===== src/rtl/srt_pkg.sv =====
package srt_pkg;
  typedef enum logic [1:0] {
    ST_IDLE = 2'b00,
    ST_RUN  = 2'b01,
    ST_FIN  = 2'b10,
    ST_ERR  = 2'b11
  } srt_state_e;

  // signed digit in two's complement form
  typedef enum logic [1:0] {
    DIG_ZERO = 2'b00,
    DIG_POS  = 2'b01,
    DIG_NEG  = 2'b11
  } srt_digit_e;

  typedef enum logic [1:0] {
    ERR_NONE    = 2'b00,
    ERR_DIVZERO = 2'b01,
    ERR_RANGE   = 2'b10
  } srt_err_e;

  localparam logic OP_DIV  = 1'b0;
  localparam logic OP_SQRT = 1'b1;
endpackage


===== src/rtl/srt_ctrl.sv =====
module srt_ctrl import srt_pkg::*; #(
  parameter int W = 8
) (
  input  logic         clk,
  input  logic         rst_n,
  input  logic         in_valid,
  input  logic         in_op,
  input  logic [W-1:0] in_a,
  input  logic [W-1:0] in_b,
  input  logic         err_ack,
  output logic         in_ready,
  output logic         load,
  output logic         step,
  output logic         finish,
  output logic         op_sqrt,
  output logic [W-1:0] weight,
  output logic         err_valid,
  output logic [1:0]   err_code
);
  localparam logic [W-1:0] W_TOP = {1'b1, {(W-1){1'b0}}};

  srt_state_e   state_q;
  srt_err_e     err_q;
  srt_err_e     chk_code;
  logic [W-1:0] weight_q;
  logic         op_q;
  logic         accept;

  // operand legality, zero divisor first
  always_comb begin
    chk_code = ERR_NONE;
    if (in_op == OP_DIV) begin
      if (in_b == '0)
        chk_code = ERR_DIVZERO;
      else if (!in_b[W-1] || (in_a >= in_b))
        chk_code = ERR_RANGE;
    end else if (in_a[W-1:W-2] == 2'b00) begin
      chk_code = ERR_RANGE;
    end
  end

  assign accept = in_valid && (state_q == ST_IDLE);
  assign load   = accept && (chk_code == ERR_NONE);

  always_ff @(posedge clk) begin
    if (!rst_n) begin
      state_q  <= ST_IDLE;
      err_q    <= ERR_NONE;
      weight_q <= '0;
      op_q     <= OP_DIV;
    end else begin
      case (state_q)
        ST_IDLE: begin
          if (accept) begin
            if (chk_code != ERR_NONE) begin
              state_q <= ST_ERR;
              err_q   <= chk_code;
            end else begin
              state_q  <= ST_RUN;
              weight_q <= W_TOP;
              op_q     <= in_op;
            end
          end
        end
        ST_RUN: begin
          weight_q <= weight_q >> 1;
          if (weight_q[0]) state_q <= ST_FIN;
        end
        ST_FIN: state_q <= ST_IDLE;
        ST_ERR: begin
          if (err_ack) begin
            state_q <= ST_IDLE;
            err_q   <= ERR_NONE;
          end
        end
        default: state_q <= ST_IDLE;
      endcase
    end
  end

  assign in_ready  = (state_q == ST_IDLE);
  assign step      = (state_q == ST_RUN);
  assign finish    = (state_q == ST_FIN);
  assign op_sqrt   = op_q;
  assign weight    = weight_q;
  assign err_valid = (state_q == ST_ERR);
  assign err_code  = err_q;


  err_hold_chk: assert property (@(posedge clk) disable iff (!rst_n)
    (err_valid && !err_ack) |=> (err_valid && $stable(err_code)));


  divzero_code_chk: assert property (@(posedge clk) disable iff (!rst_n)
    (accept && (in_op == OP_DIV) && (in_b == '0)) |=> (err_valid && (err_code == ERR_DIVZERO)));


  weight_onehot_chk: assert property (@(posedge clk) disable iff (!rst_n)
    step |-> ($countones(weight_q) == 1));
endmodule


===== src/rtl/srt_select.sv =====
module srt_select import srt_pkg::*; #(
  parameter int EW = 5
) (
  input  logic [EW-1:0] est,
  output srt_digit_e    digit
);
  // est = doubled residual truncated at weight 1/2 (signed)
  always_comb begin
    if (!est[EW-1])
      digit = DIG_POS;
    else if (&est)
      digit = DIG_ZERO;
    else
      digit = DIG_NEG;
  end
endmodule


===== src/rtl/srt_otf.sv =====
module srt_otf import srt_pkg::*; #(
  parameter int W  = 8,
  parameter int QW = W + 2
) (
  input  logic                 clk,
  input  logic                 rst_n,
  input  logic                 load,
  input  logic                 step,
  input  srt_digit_e           digit,
  input  logic [W-1:0]         weight,
  output logic signed [QW-1:0] q,
  output logic signed [QW-1:0] qm
);
  localparam logic signed [QW-1:0] QM_INIT = {2'b11, {W{1'b0}}};

  logic signed [QW-1:0] wbit;
  assign wbit = {{(QW-W){1'b0}}, weight};

  always_ff @(posedge clk) begin
    if (!rst_n) begin
      q  <= '0;
      qm <= QM_INIT;
    end else if (load) begin
      q  <= '0;
      qm <= QM_INIT;
    end else if (step) begin
      case (digit)
        DIG_POS: begin
          q  <= q | wbit;
          qm <= q;
        end
        DIG_NEG: begin
          q  <= qm | wbit;
        end
        default: begin
          qm <= qm | wbit;
        end
      endcase
    end
  end


  otf_gap_chk: assert property (@(posedge clk) disable iff (!rst_n)
    (weight != '0) |-> ((q - qm) == (wbit <<< 1)));
endmodule


===== src/rtl/srt_residual.sv =====
module srt_residual import srt_pkg::*; #(
  parameter int W  = 8,
  parameter int QW = W + 2,
  parameter int RW = W + 4
) (
  input  logic                 clk,
  input  logic                 rst_n,
  input  logic                 load,
  input  logic                 step,
  input  logic                 op_sqrt,
  input  logic [W-1:0]         in_a,
  input  logic [W-1:0]         in_b,
  input  logic signed [QW-1:0] q,
  input  logic signed [QW-1:0] qm,
  input  logic [W-1:0]         weight,
  output srt_digit_e           digit,
  output logic                 rem_neg
);
  localparam int EW = RW - W + 1;
  localparam logic signed [RW-1:0] SQ_LIM = RW'(3) <<< W;

  logic signed [RW-1:0] r_q, t, b_x, w_x, q_x, qm_x, term, addend, r_next;
  logic [W-1:0]         b_q;
  logic                 cin;

  assign t    = r_q <<< 1;
  assign b_x  = {{(RW-W){1'b0}}, b_q};
  assign w_x  = {{(RW-W){1'b0}}, weight};
  assign q_x  = {{(RW-QW){q[QW-1]}}, q};
  assign qm_x = {{(RW-QW){qm[QW-1]}}, qm};

  srt_select #(.EW(EW)) u_sel (
    .est   (t[RW-1:W-1]),
    .digit (digit)
  );

  // term subtracted for +1 / added for -1
  always_comb begin
    if (!op_sqrt)
      term = b_x;
    else if (digit == DIG_NEG)
      term = (qm_x <<< 1) | (w_x <<< 1) | w_x;
    else
      term = (q_x <<< 1) | w_x;
    addend = (digit == DIG_NEG) ? term : ~term;
    cin    = (digit == DIG_POS);
    r_next = (digit == DIG_ZERO) ? t : (t + addend + {{(RW-1){1'b0}}, cin});
  end

  always_ff @(posedge clk) begin
    if (!rst_n) begin
      r_q <= '0;
      b_q <= '0;
    end else if (load) begin
      r_q <= {{(RW-W){1'b0}}, in_a};
      b_q <= in_b;
    end else if (step) begin
      r_q <= r_next;
    end
  end

  assign rem_neg = r_q[RW-1];


  div_bound_chk: assert property (@(posedge clk) disable iff (!rst_n)
    (step && !op_sqrt) |-> ((r_q <= b_x) && (r_q >= -b_x)));


  sqrt_bound_chk: assert property (@(posedge clk) disable iff (!rst_n)
    (step && op_sqrt) |-> ((r_q < SQ_LIM) && (r_q > -SQ_LIM)));
endmodule


===== src/rtl/srt_divsqrt_unit.sv =====
module srt_divsqrt_unit import srt_pkg::*; #(
  parameter int W = 8
) (
  input  logic         clk,
  input  logic         rst_n,
  input  logic         in_valid,
  output logic         in_ready,
  input  logic         in_op,
  input  logic [W-1:0] in_a,
  input  logic [W-1:0] in_b,
  output logic         done,
  output logic [W-1:0] result,
  output logic         err_valid,
  output logic [1:0]   err_code,
  input  logic         err_ack
);
  localparam int QW = W + 2;
  localparam int RW = W + 4;

  logic                 load, step, finish, op_sqrt, rem_neg;
  logic [W-1:0]         weight;
  logic signed [QW-1:0] q, qm;
  srt_digit_e           digit;
  logic                 done_q;
  logic [W-1:0]         res_q;

  srt_ctrl #(.W(W)) u_ctrl (
    .clk       (clk),
    .rst_n     (rst_n),
    .in_valid  (in_valid),
    .in_op     (in_op),
    .in_a      (in_a),
    .in_b      (in_b),
    .err_ack   (err_ack),
    .in_ready  (in_ready),
    .load      (load),
    .step      (step),
    .finish    (finish),
    .op_sqrt   (op_sqrt),
    .weight    (weight),
    .err_valid (err_valid),
    .err_code  (err_code)
  );

  srt_residual #(.W(W), .QW(QW), .RW(RW)) u_res (
    .clk     (clk),
    .rst_n   (rst_n),
    .load    (load),
    .step    (step),
    .op_sqrt (op_sqrt),
    .in_a    (in_a),
    .in_b    (in_b),
    .q       (q),
    .qm      (qm),
    .weight  (weight),
    .digit   (digit),
    .rem_neg (rem_neg)
  );

  srt_otf #(.W(W), .QW(QW)) u_otf (
    .clk    (clk),
    .rst_n  (rst_n),
    .load   (load),
    .step   (step),
    .digit  (digit),
    .weight (weight),
    .q      (q),
    .qm     (qm)
  );

  // pick Q or Q-1 by the sign of the last residual
  always_ff @(posedge clk) begin
    if (!rst_n) begin
      done_q <= 1'b0;
      res_q  <= '0;
    end else begin
      done_q <= finish;
      if (finish) res_q <= rem_neg ? qm[W-1:0] : q[W-1:0];
    end
  end

  assign done   = done_q;
  assign result = res_q;


  done_pulse_chk: assert property (@(posedge clk) disable iff (!rst_n)
    done |=> !done);


  no_mix_chk: assert property (@(posedge clk) disable iff (!rst_n)
    !(done && err_valid));


  busy_ready_chk: assert property (@(posedge clk) disable iff (!rst_n)
    done |-> $past(!in_ready));
endmodule


===== config.mk =====
export PLATFORM = sky130hd
export DESIGN_NAME = srt_divsqrt_unit
export DESIGN_NICKNAME = d
export VERILOG_FILES = /design/src/rtl/srt_pkg.sv /design/src/rtl/srt_ctrl.sv /design/src/rtl/srt_select.sv /design/src/rtl/srt_otf.sv /design/src/rtl/srt_residual.sv /design/src/rtl/srt_divsqrt_unit.sv
export SDC_FILE = /design/constraint.sdc
export NUM_CORES = 1
export LEC_CHECK = 0
export ABC_AREA = 1
export BUFFER_PORTS_ARGS = -buffer_cell sky130_fd_sc_hd__buf_2
export CELL_PAD_IN_SITES_DETAIL_PLACEMENT = 1
export CELL_PAD_IN_SITES_GLOBAL_PLACEMENT = 2
export CORE_MARGIN = 5
export CORE_UTILIZATION = 35
export CTS_BUF_LIST = sky130_fd_sc_hd__clkbuf_8
export DETAILED_ROUTE_END_ITERATION = 8
export PLACE_DENSITY = 0.89
export SLEW_MARGIN = 0
export SYNTH_ARGS = -nofsm -noshare
export SYNTH_HDL_FRONTEND = slang
export SYNTH_SLANG_ARGS = --single-unit

===== constraint.sdc =====
create_clock -name clk -period 3.68 [get_ports clk]
set_input_delay 0.368 -clock clk [delete_from_list [all_inputs] [get_ports clk]]
set_output_delay 0.368 -clock clk [all_outputs]
set_load 0.03 [all_outputs]

==> results of run 1 <==
-- power groups by stage --
stage               logic [mW]  registers, mW  clock network [mW]
floorplan                0.680          0.807                   0
global placement         0.885          0.808                   0
detailed placement       0.913          0.813                   0
CTS                      0.921          0.797               0.559
global route              1.05          0.806               0.585
finish                   0.916          0.798               0.547
-- through the flow --
stage	instance area (sq um)	utilization	worst slack, ns
4_1_cts	4240	0.395	0.314
6_report	4250	0.395	0.553
3_5_place_dp	4070	0.379	0.344
3_3_place_gp	4070	0.379	0.444
5_1_grt	4250	0.395	0.220
2_1_floorplan	3820	-	1.04
-- worst max-delay path, cell delays in order, from the launching register on --
cell and delay, ns:
dfxtp_1 0.37, nand4_1 0.21, nand2_2 0.38, nand2_1 0.10
o2111ai_1 0.10, o21ai_0 0.15, xor2_1 0.21, fa_1 0.46
nand2_1 0.11, nand2_1 0.06, nand2_1 0.05, nand2_1 0.08
a21oi_1 0.23, nor2_1 0.06, nor2_1 0.13, xor2_1 0.19
o22ai_1 0.09, nor2_1 0.09
-- kinds of logic after synthesis --
logic type                 Yosys count  share of synthesized area
adders and majority gates           21                     0.0708
xor gates and xnor gates             9                     0.0206
DFF                                 62                      0.325
and+or+nand+nor                    233                      0.265
buffers and inverters               92                      0.101
AOI/OAI and AO/OA                  144                      0.218
-- registers in the layout, indices dropped and copies added (netlist names) --
signal and flops:
u_ctrl.weight 8, u_ctrl.state_q 2, u_ctrl.op_sqrt 1, u_ctrl.err_code 2, done 1, u_otf.qm 10, u_res.r_q 12, result 8
u_res.b_q 8, u_otf.q 10
-- cell type report --
cell class / count / share of cell area
multi-input combinational: 407 / 0.517
sequential: 62 / 0.292
inverter: 68 / 0.0601
timing repair buffer: 38 / 0.0477
tap: 140 / 0.0413
clock buffer: 9 / 0.0292
clock inverter: 7 / 0.0121
-- synthesized netlist by cell type --
cell,count
nand2_1,109
a21oi_1,62
dfxtp_1,62
inv_1,61
nor2_1,58
o21ai_0,42
nand3_1,34
ha_1,20
nand4_1,15
o211ai_1,12
buf_2,10
a211oi_1,9
xor2_1,9
o2111ai_1,8
clkbuf_1,6
inv_2,5
or2_2,5
nor2_2,4
nor3_1,4
buf_1,3
buf_4,3
o21bai_1,3
a31oi_1,2
buf_6,2
clkinv_1,2
nand2_2,2
a211oi_2,1
a21o_1,1
a21oi_2,1
fa_1,1
nand4_4,1
nor2_4,1
o21ai_1,1
o21ai_2,1
o22ai_1,1
-- final timing paths --
path | from | cells past startpoint | endpoint
worst min register to register | u_res.b_q[0] | 2 | u_res.b_q[0]
worst min-delay path | in_op | 3 | u_ctrl.op_sqrt
worst max-delay path | u_res.r_q[9] | 17 | u_res.r_q[8]
worst max register to register | u_res.r_q[9] | 17 | u_res.r_q[8]
-- per-layer routing --
layer / global-route usage / share of wire
met3: 0.0259 / 0.026
met4: 0.0705 / 0.020
met2: 0.331 / 0.49
met1: 0.237 / 0.46
met5: 0 / 0
==> flow_summary.json, run 1 <==
{
  "status": "complete, no violations",
  "multi_input_area_sq_mm": 0.00220,
  "io_buffer_count": 33,
  "core_area_sq_mm": 0.0107,
  "final.fill_count": 1447,
  "whs_ns": 0.343,
  "grt_max_degree": 43,
  "critPathKind": "reg -> reg",
  "yosysUniqueCellTypes": 35,
  "post_cts_resize_count": 0,
  "synth_area_sq_mm": 0.00382,
  "regArea_sq_mm": 0.00124,
  "tightest_slew_ns": 0.812,
  "crit_fanout": 22,
  "p_total_mw": 2.26,
  "first_pass_iters": 4,
  "vias_per_cell": 5.31,
  "peakVddDrop_uv": 210,
  "finalSetupTns_ns": 0,
  "final_common_cell": "nand2_1",
  "die_w_um": 114,
  "drt-initial-drc-count": 165,
  "gp_congestion": 0.842,
  "setup_viol": 0,
  "area_delta_synth_final_pct": 11.2,
  "yosysTopAreaCellShare": 0.325,
  "routed_wl_um": 11800,
  "pwr-share-clk": 0.242,
  "overflow": 0,
  "cap_violations": 0,
  "grt_use_total": 0.190,
  "die_area_sq_mm": 0.0131,
  "yosysWarningCount": 0,
  "seq_power_share": 0.353,
  "antenna_found_initial": 0,
  "stdcell_count": 731,
  "rsz0062_at_grt": "no",
  "clk_path_buf_depth": 2,
  "die_y_um": 114,
  "initial_core_util": 0.355,
  "post-route-min-period_ns": 3.13,
  "p_sw_uw": 968,
  "max_slew_margin": 0.455,
  "avgSynthCellArea_sq_um": 6.81,
  "hold_buffers": 0,
  "cts_buffers": 9,
  "rows": 38,
  "min_path_type": "in -> reg",
  "drcViolationCount": 0,
  "skew_ns": 0.00910,
  "fin_nets": 628,
  "cts_tree": "yes",
  "grt_pass1_wl_um": 19800,
  "rrSetupSlack_ns": 0.55,
  "htreeDepth": 3,
  "cp.required_ns": 3.97,
  "critPathArrivalTime_ns": 3.42,
  "ant_nets": 0,
  "wl_per_cell_um": 16.2,
  "hold_viol_final": 0,
  "syn_inst": 561,
  "dp_cells": 715,
  "cts_setup_buffers": 0,
  "cts_sinks": 62,
  "cts_root_buf": "clkbuf_8",
  "synth_area_leader_cell": "dfxtp_1",
  "p_int_mw": 1.29,
  "clkLatencyLatePin_ns": 0.36,
  "end_kind": "flop",
  "vias": 3885,
  "post-route-period-util": 0.850,
  "fmax_mhz": 320,
  "grt_pass1_vias": 4032,
  "ys_seq_area_frac": 0.325,
  "leakage_nw": 1.84,
  "yosys_register_bits": 62,
  "ios": 34,
  "cp-start-kind": "flop",
  "switching_share": 0.428,
  "power_density_mw_per_mm2": 533,
  "antenna_cells": 0,
  "syn-num-nets": 603,
  "yosys-top-cells-area": "dfxtp_1 33%, nand2_1 11%, a21oi_1 8.1%",
  "share_comb_of_total_power": 0.405,
  "cts.clk_slew.worst_paths_ns": 0.07,
  "drv_slew": 0,
  "layout-drive-gt1-share": 0.129,
  "final_cell_mix": "108 x nand2_1, 62 x a21oi_1, 62 x dfxtp_1",
  "hpwlAfterDp_um": 8990
}
Note: power is estimated with default switching activity, not from simulation.
==> inputs of run 2 (changes only) <==
--- a/config.mk
+++ b/config.mk
@@ -5,15 +5,15 @@
 export SDC_FILE = /design/constraint.sdc
 export NUM_CORES = 1
 export LEC_CHECK = 0
-export ABC_AREA = 1
+export ABC_AREA = 0
 export BUFFER_PORTS_ARGS = -buffer_cell sky130_fd_sc_hd__buf_2
 export CELL_PAD_IN_SITES_DETAIL_PLACEMENT = 1
 export CELL_PAD_IN_SITES_GLOBAL_PLACEMENT = 2
 export CORE_MARGIN = 5
-export CORE_UTILIZATION = 35
+export CORE_UTILIZATION = 37
 export CTS_BUF_LIST = sky130_fd_sc_hd__clkbuf_8
 export DETAILED_ROUTE_END_ITERATION = 8
-export PLACE_DENSITY = 0.89
+export PLACE_DENSITY = 0.88
 export SLEW_MARGIN = 0
 export SYNTH_ARGS = -nofsm -noshare
 export SYNTH_HDL_FRONTEND = slang
==> constraint.sdc (replaced) <==
create_clock -name clk -period 3 [get_ports clk]
set_input_delay 0.3 -clock clk [delete_from_list [all_inputs] [get_ports clk]]
set_output_delay 0.3 -clock clk [all_outputs]
set_load 0.03 [all_outputs]
==> flow_summary.json, run 2 <==
{
  "status": "complete, no violations",
  "stdcell_count": 636,
  "pwr-share-clk": 0.281,
  "cap_violations": 0,
  "drv_slew": 0,
  "layout-drive-gt1-share": 0.177,
  "drt-initial-drc-count": 146,
  "critPathArrivalTime_ns": 3.05,
  "synth_area_leader_cell": "dfxtp_1",
  "hold_viol_final": 0,
  "cts_sinks": 62,
  "core_area_sq_mm": 0.00986,
  "grt_pass1_wl_um": 18900,
  "end_kind": "flop",
  "finalSetupTns_ns": 0,
  "clkLatencyLatePin_ns": 0.36,
  "ant_nets": 0,
  "routed_wl_um": 11600,
  "yosys_register_bits": 62,
  "cts.clk_slew.worst_paths_ns": 0.07,
  "gp_congestion": 0.823,
  "peakVddDrop_uv": 222,
  "rsz0062_at_grt": "no",
  "yosysUniqueCellTypes": 56,
  "post-route-period-util": 0.929,
  "die_area_sq_mm": 0.0123,
  "max_slew_margin": 0.489,
  "p_int_mw": 1.73,
  "seq_power_share": 0.350,
  "overflow": 0,
  "grt_pass1_vias": 3730,
  "post-route-min-period_ns": 2.79,
  "grt_max_degree": 35,
  "avgSynthCellArea_sq_um": 8.14,
  "antenna_cells": 0,
  "hold_buffers": 0,
  "share_comb_of_total_power": 0.369,
  "final_cell_mix": "58 x dfxtp_1, 51 x nor2_1, 40 x nand2_1",
  "vias_per_cell": 5.69,
  "drcViolationCount": 0,
  "cts_buffers": 9,
  "dp_cells": 618,
  "wl_per_cell_um": 18.3,
  "first_pass_iters": 4,
  "htreeDepth": 3,
  "synth_area_sq_mm": 0.00377,
  "critPathKind": "reg -> reg",
  "yosysMostFrequentCell": "dfxtp_1",
  "die_w_um": 111,
  "syn-num-nets": 505,
  "hpwlAfterDp_um": 8600,
  "p_sw_uw": 989,
  "final_common_cell": "dfxtp_1",
  "whs_ns": 0.228,
  "ios": 34,
  "yosysTopAreaCellShare": 0.329,
  "syn_inst": 463,
  "cp.required_ns": 3.27,
  "cts_root_buf": "clkbuf_8",
  "min_path_type": "in -> reg",
  "antenna_found_initial": 0,
  "skew_ns": 0.0141,
  "initial_core_util": 0.382,
  "rows": 36,
  "tightest_slew_ns": 0.766,
  "crit_fanout": 17,
  "io_buffer_count": 33,
  "ys_seq_area_frac": 0.329,
  "ys_top_cells_by_count": "62 x dfxtp_1, 51 x nor2_1, 41 x nand2_1, 40 x a21oi_1, 25 x nand3_1",
  "grt_use_total": 0.188,
  "yosys-top-cells-area": "dfxtp_1 33%, ha_1 6.6%, mux2i_1 5.6%",
  "synth-main-ff-cell": "dfxtp_1",
  "fin_nets": 540,
  "fmax_mhz": 359,
  "setup_viol": 0,
  "leakage_nw": 1.87,
  "clk_path_buf_depth": 2,
  "largest_reg_flops": 12,
  "die_y_um": 111,
  "yosysWarningCount": 0,
  "cp-start-kind": "flop",
  "largestRegisters": "u_res.r_q (12), u_otf.q (10), u_otf.qm (10)",
  "vias": 3618,
  "power_density_mw_per_mm2": 619,
  "area_delta_synth_final_pct": 16.3,
  "async_flop_share": 0,
  "synth-edff-count": 0,
  "switching_share": 0.364,
  "cts_tree": "yes",
  "regMostFlops": "u_res.r_q"
}
run 2: logic make-up after synthesis:
| family | after synthesis | share of synthesized area |
|---|---|---|
| xor gates and xnor gates | 14 | 0.0325 |
| AOI/OAI and AO/OA | 136 | 0.248 |
| buffers and inverters | 42 | 0.0488 |
| adders and majority gates | 21 | 0.0717 |
| and+or+nand+nor | 167 | 0.214 |
| DFF | 62 | 0.329 |
| muxes | 21 | 0.0557 |
run 2: area by class of cell:
cell class / instances / area (sq um)
repair buffers: 52 / 333
inverters: 14 / 52.6
clock inverters: 6 / 60.1
clock buffers: 10 / 138
fillers: 1177 / 5480
flip-flops and latches: 62 / 1250
well taps: 133 / 166
multi-input cells: 359 / 2390
run 2: stage by stage:
stage	worst slack (ns)	power, mW	util	area, sq um
2_1_floorplan	0.0428	1.65	-	3770
3_3_place_gp	0.0841	1.86	0.418	4120
3_5_place_dp	-0.0599	1.90	0.418	4120
4_1_cts	0.0485	2.68	0.440	4340
5_1_grt	0.00634	2.87	0.445	4390
6_report	0.214	2.72	0.445	4390
run 2: power by group through the flow:
stage / Sequential (mW) / Combinational, mW / Clock, mW
floorplan: 0.951 / 0.696 / 0
global placement: 0.960 / 0.902 / 0
detailed placement: 0.963 / 0.937 / 0
CTS: 0.945 / 0.959 / 0.772
global route: 0.958 / 1.10 / 0.814
finish: 0.951 / 1.00 / 0.762
run 2: routing by layer:
layer | global-route usage | share of wire | vias up
met5 | 0 | 0 | -
met4 | 0.0550 | 0.011 | 0
met3 | 0.0388 | 0.046 | 15
met2 | 0.333 | 0.50 | 74
met1 | 0.230 | 0.44 | 1804
li1 | - | - | 1725
run 2: repair_timing:
| action | CTS | global route |
|---|---|---|
| gates resized for setup | 3 | 12 |
| setup endpoints to repair | 2 | 4 |
| pin swaps | 1 | 1 |
| buffers inserted | 1 | 1 |
run 2: path summary, 6_finish.rpt:
path / from / endpoint / slack [ns] / cells past startpoint
max: u_res.r_q[9] / u_res.r_q[11] / 0.21 / 13
min: in_a[0] / u_res.r_q[0] / 0.23 / 2
max reg2reg: u_res.r_q[9] / u_res.r_q[11] / 0.21 / 13
min reg2reg: u_otf.q[8] / u_otf.q[8] / 0.49 / 2
run 2: critical path, stage by stage (launching register included):
cell,delay [ns]
dfxtp_2,0.38
nand4_4,0.14
nand2_2,0.12
buf_12,0.15
o21ai_0,0.09
nand3_1,0.09
o21ai_0,0.11
ha_1,0.37
a211o_1,0.29
o211ai_1,0.17
a211oi_1,0.15
or3b_4,0.40
nand3_1,0.08
nor4b_2,0.17
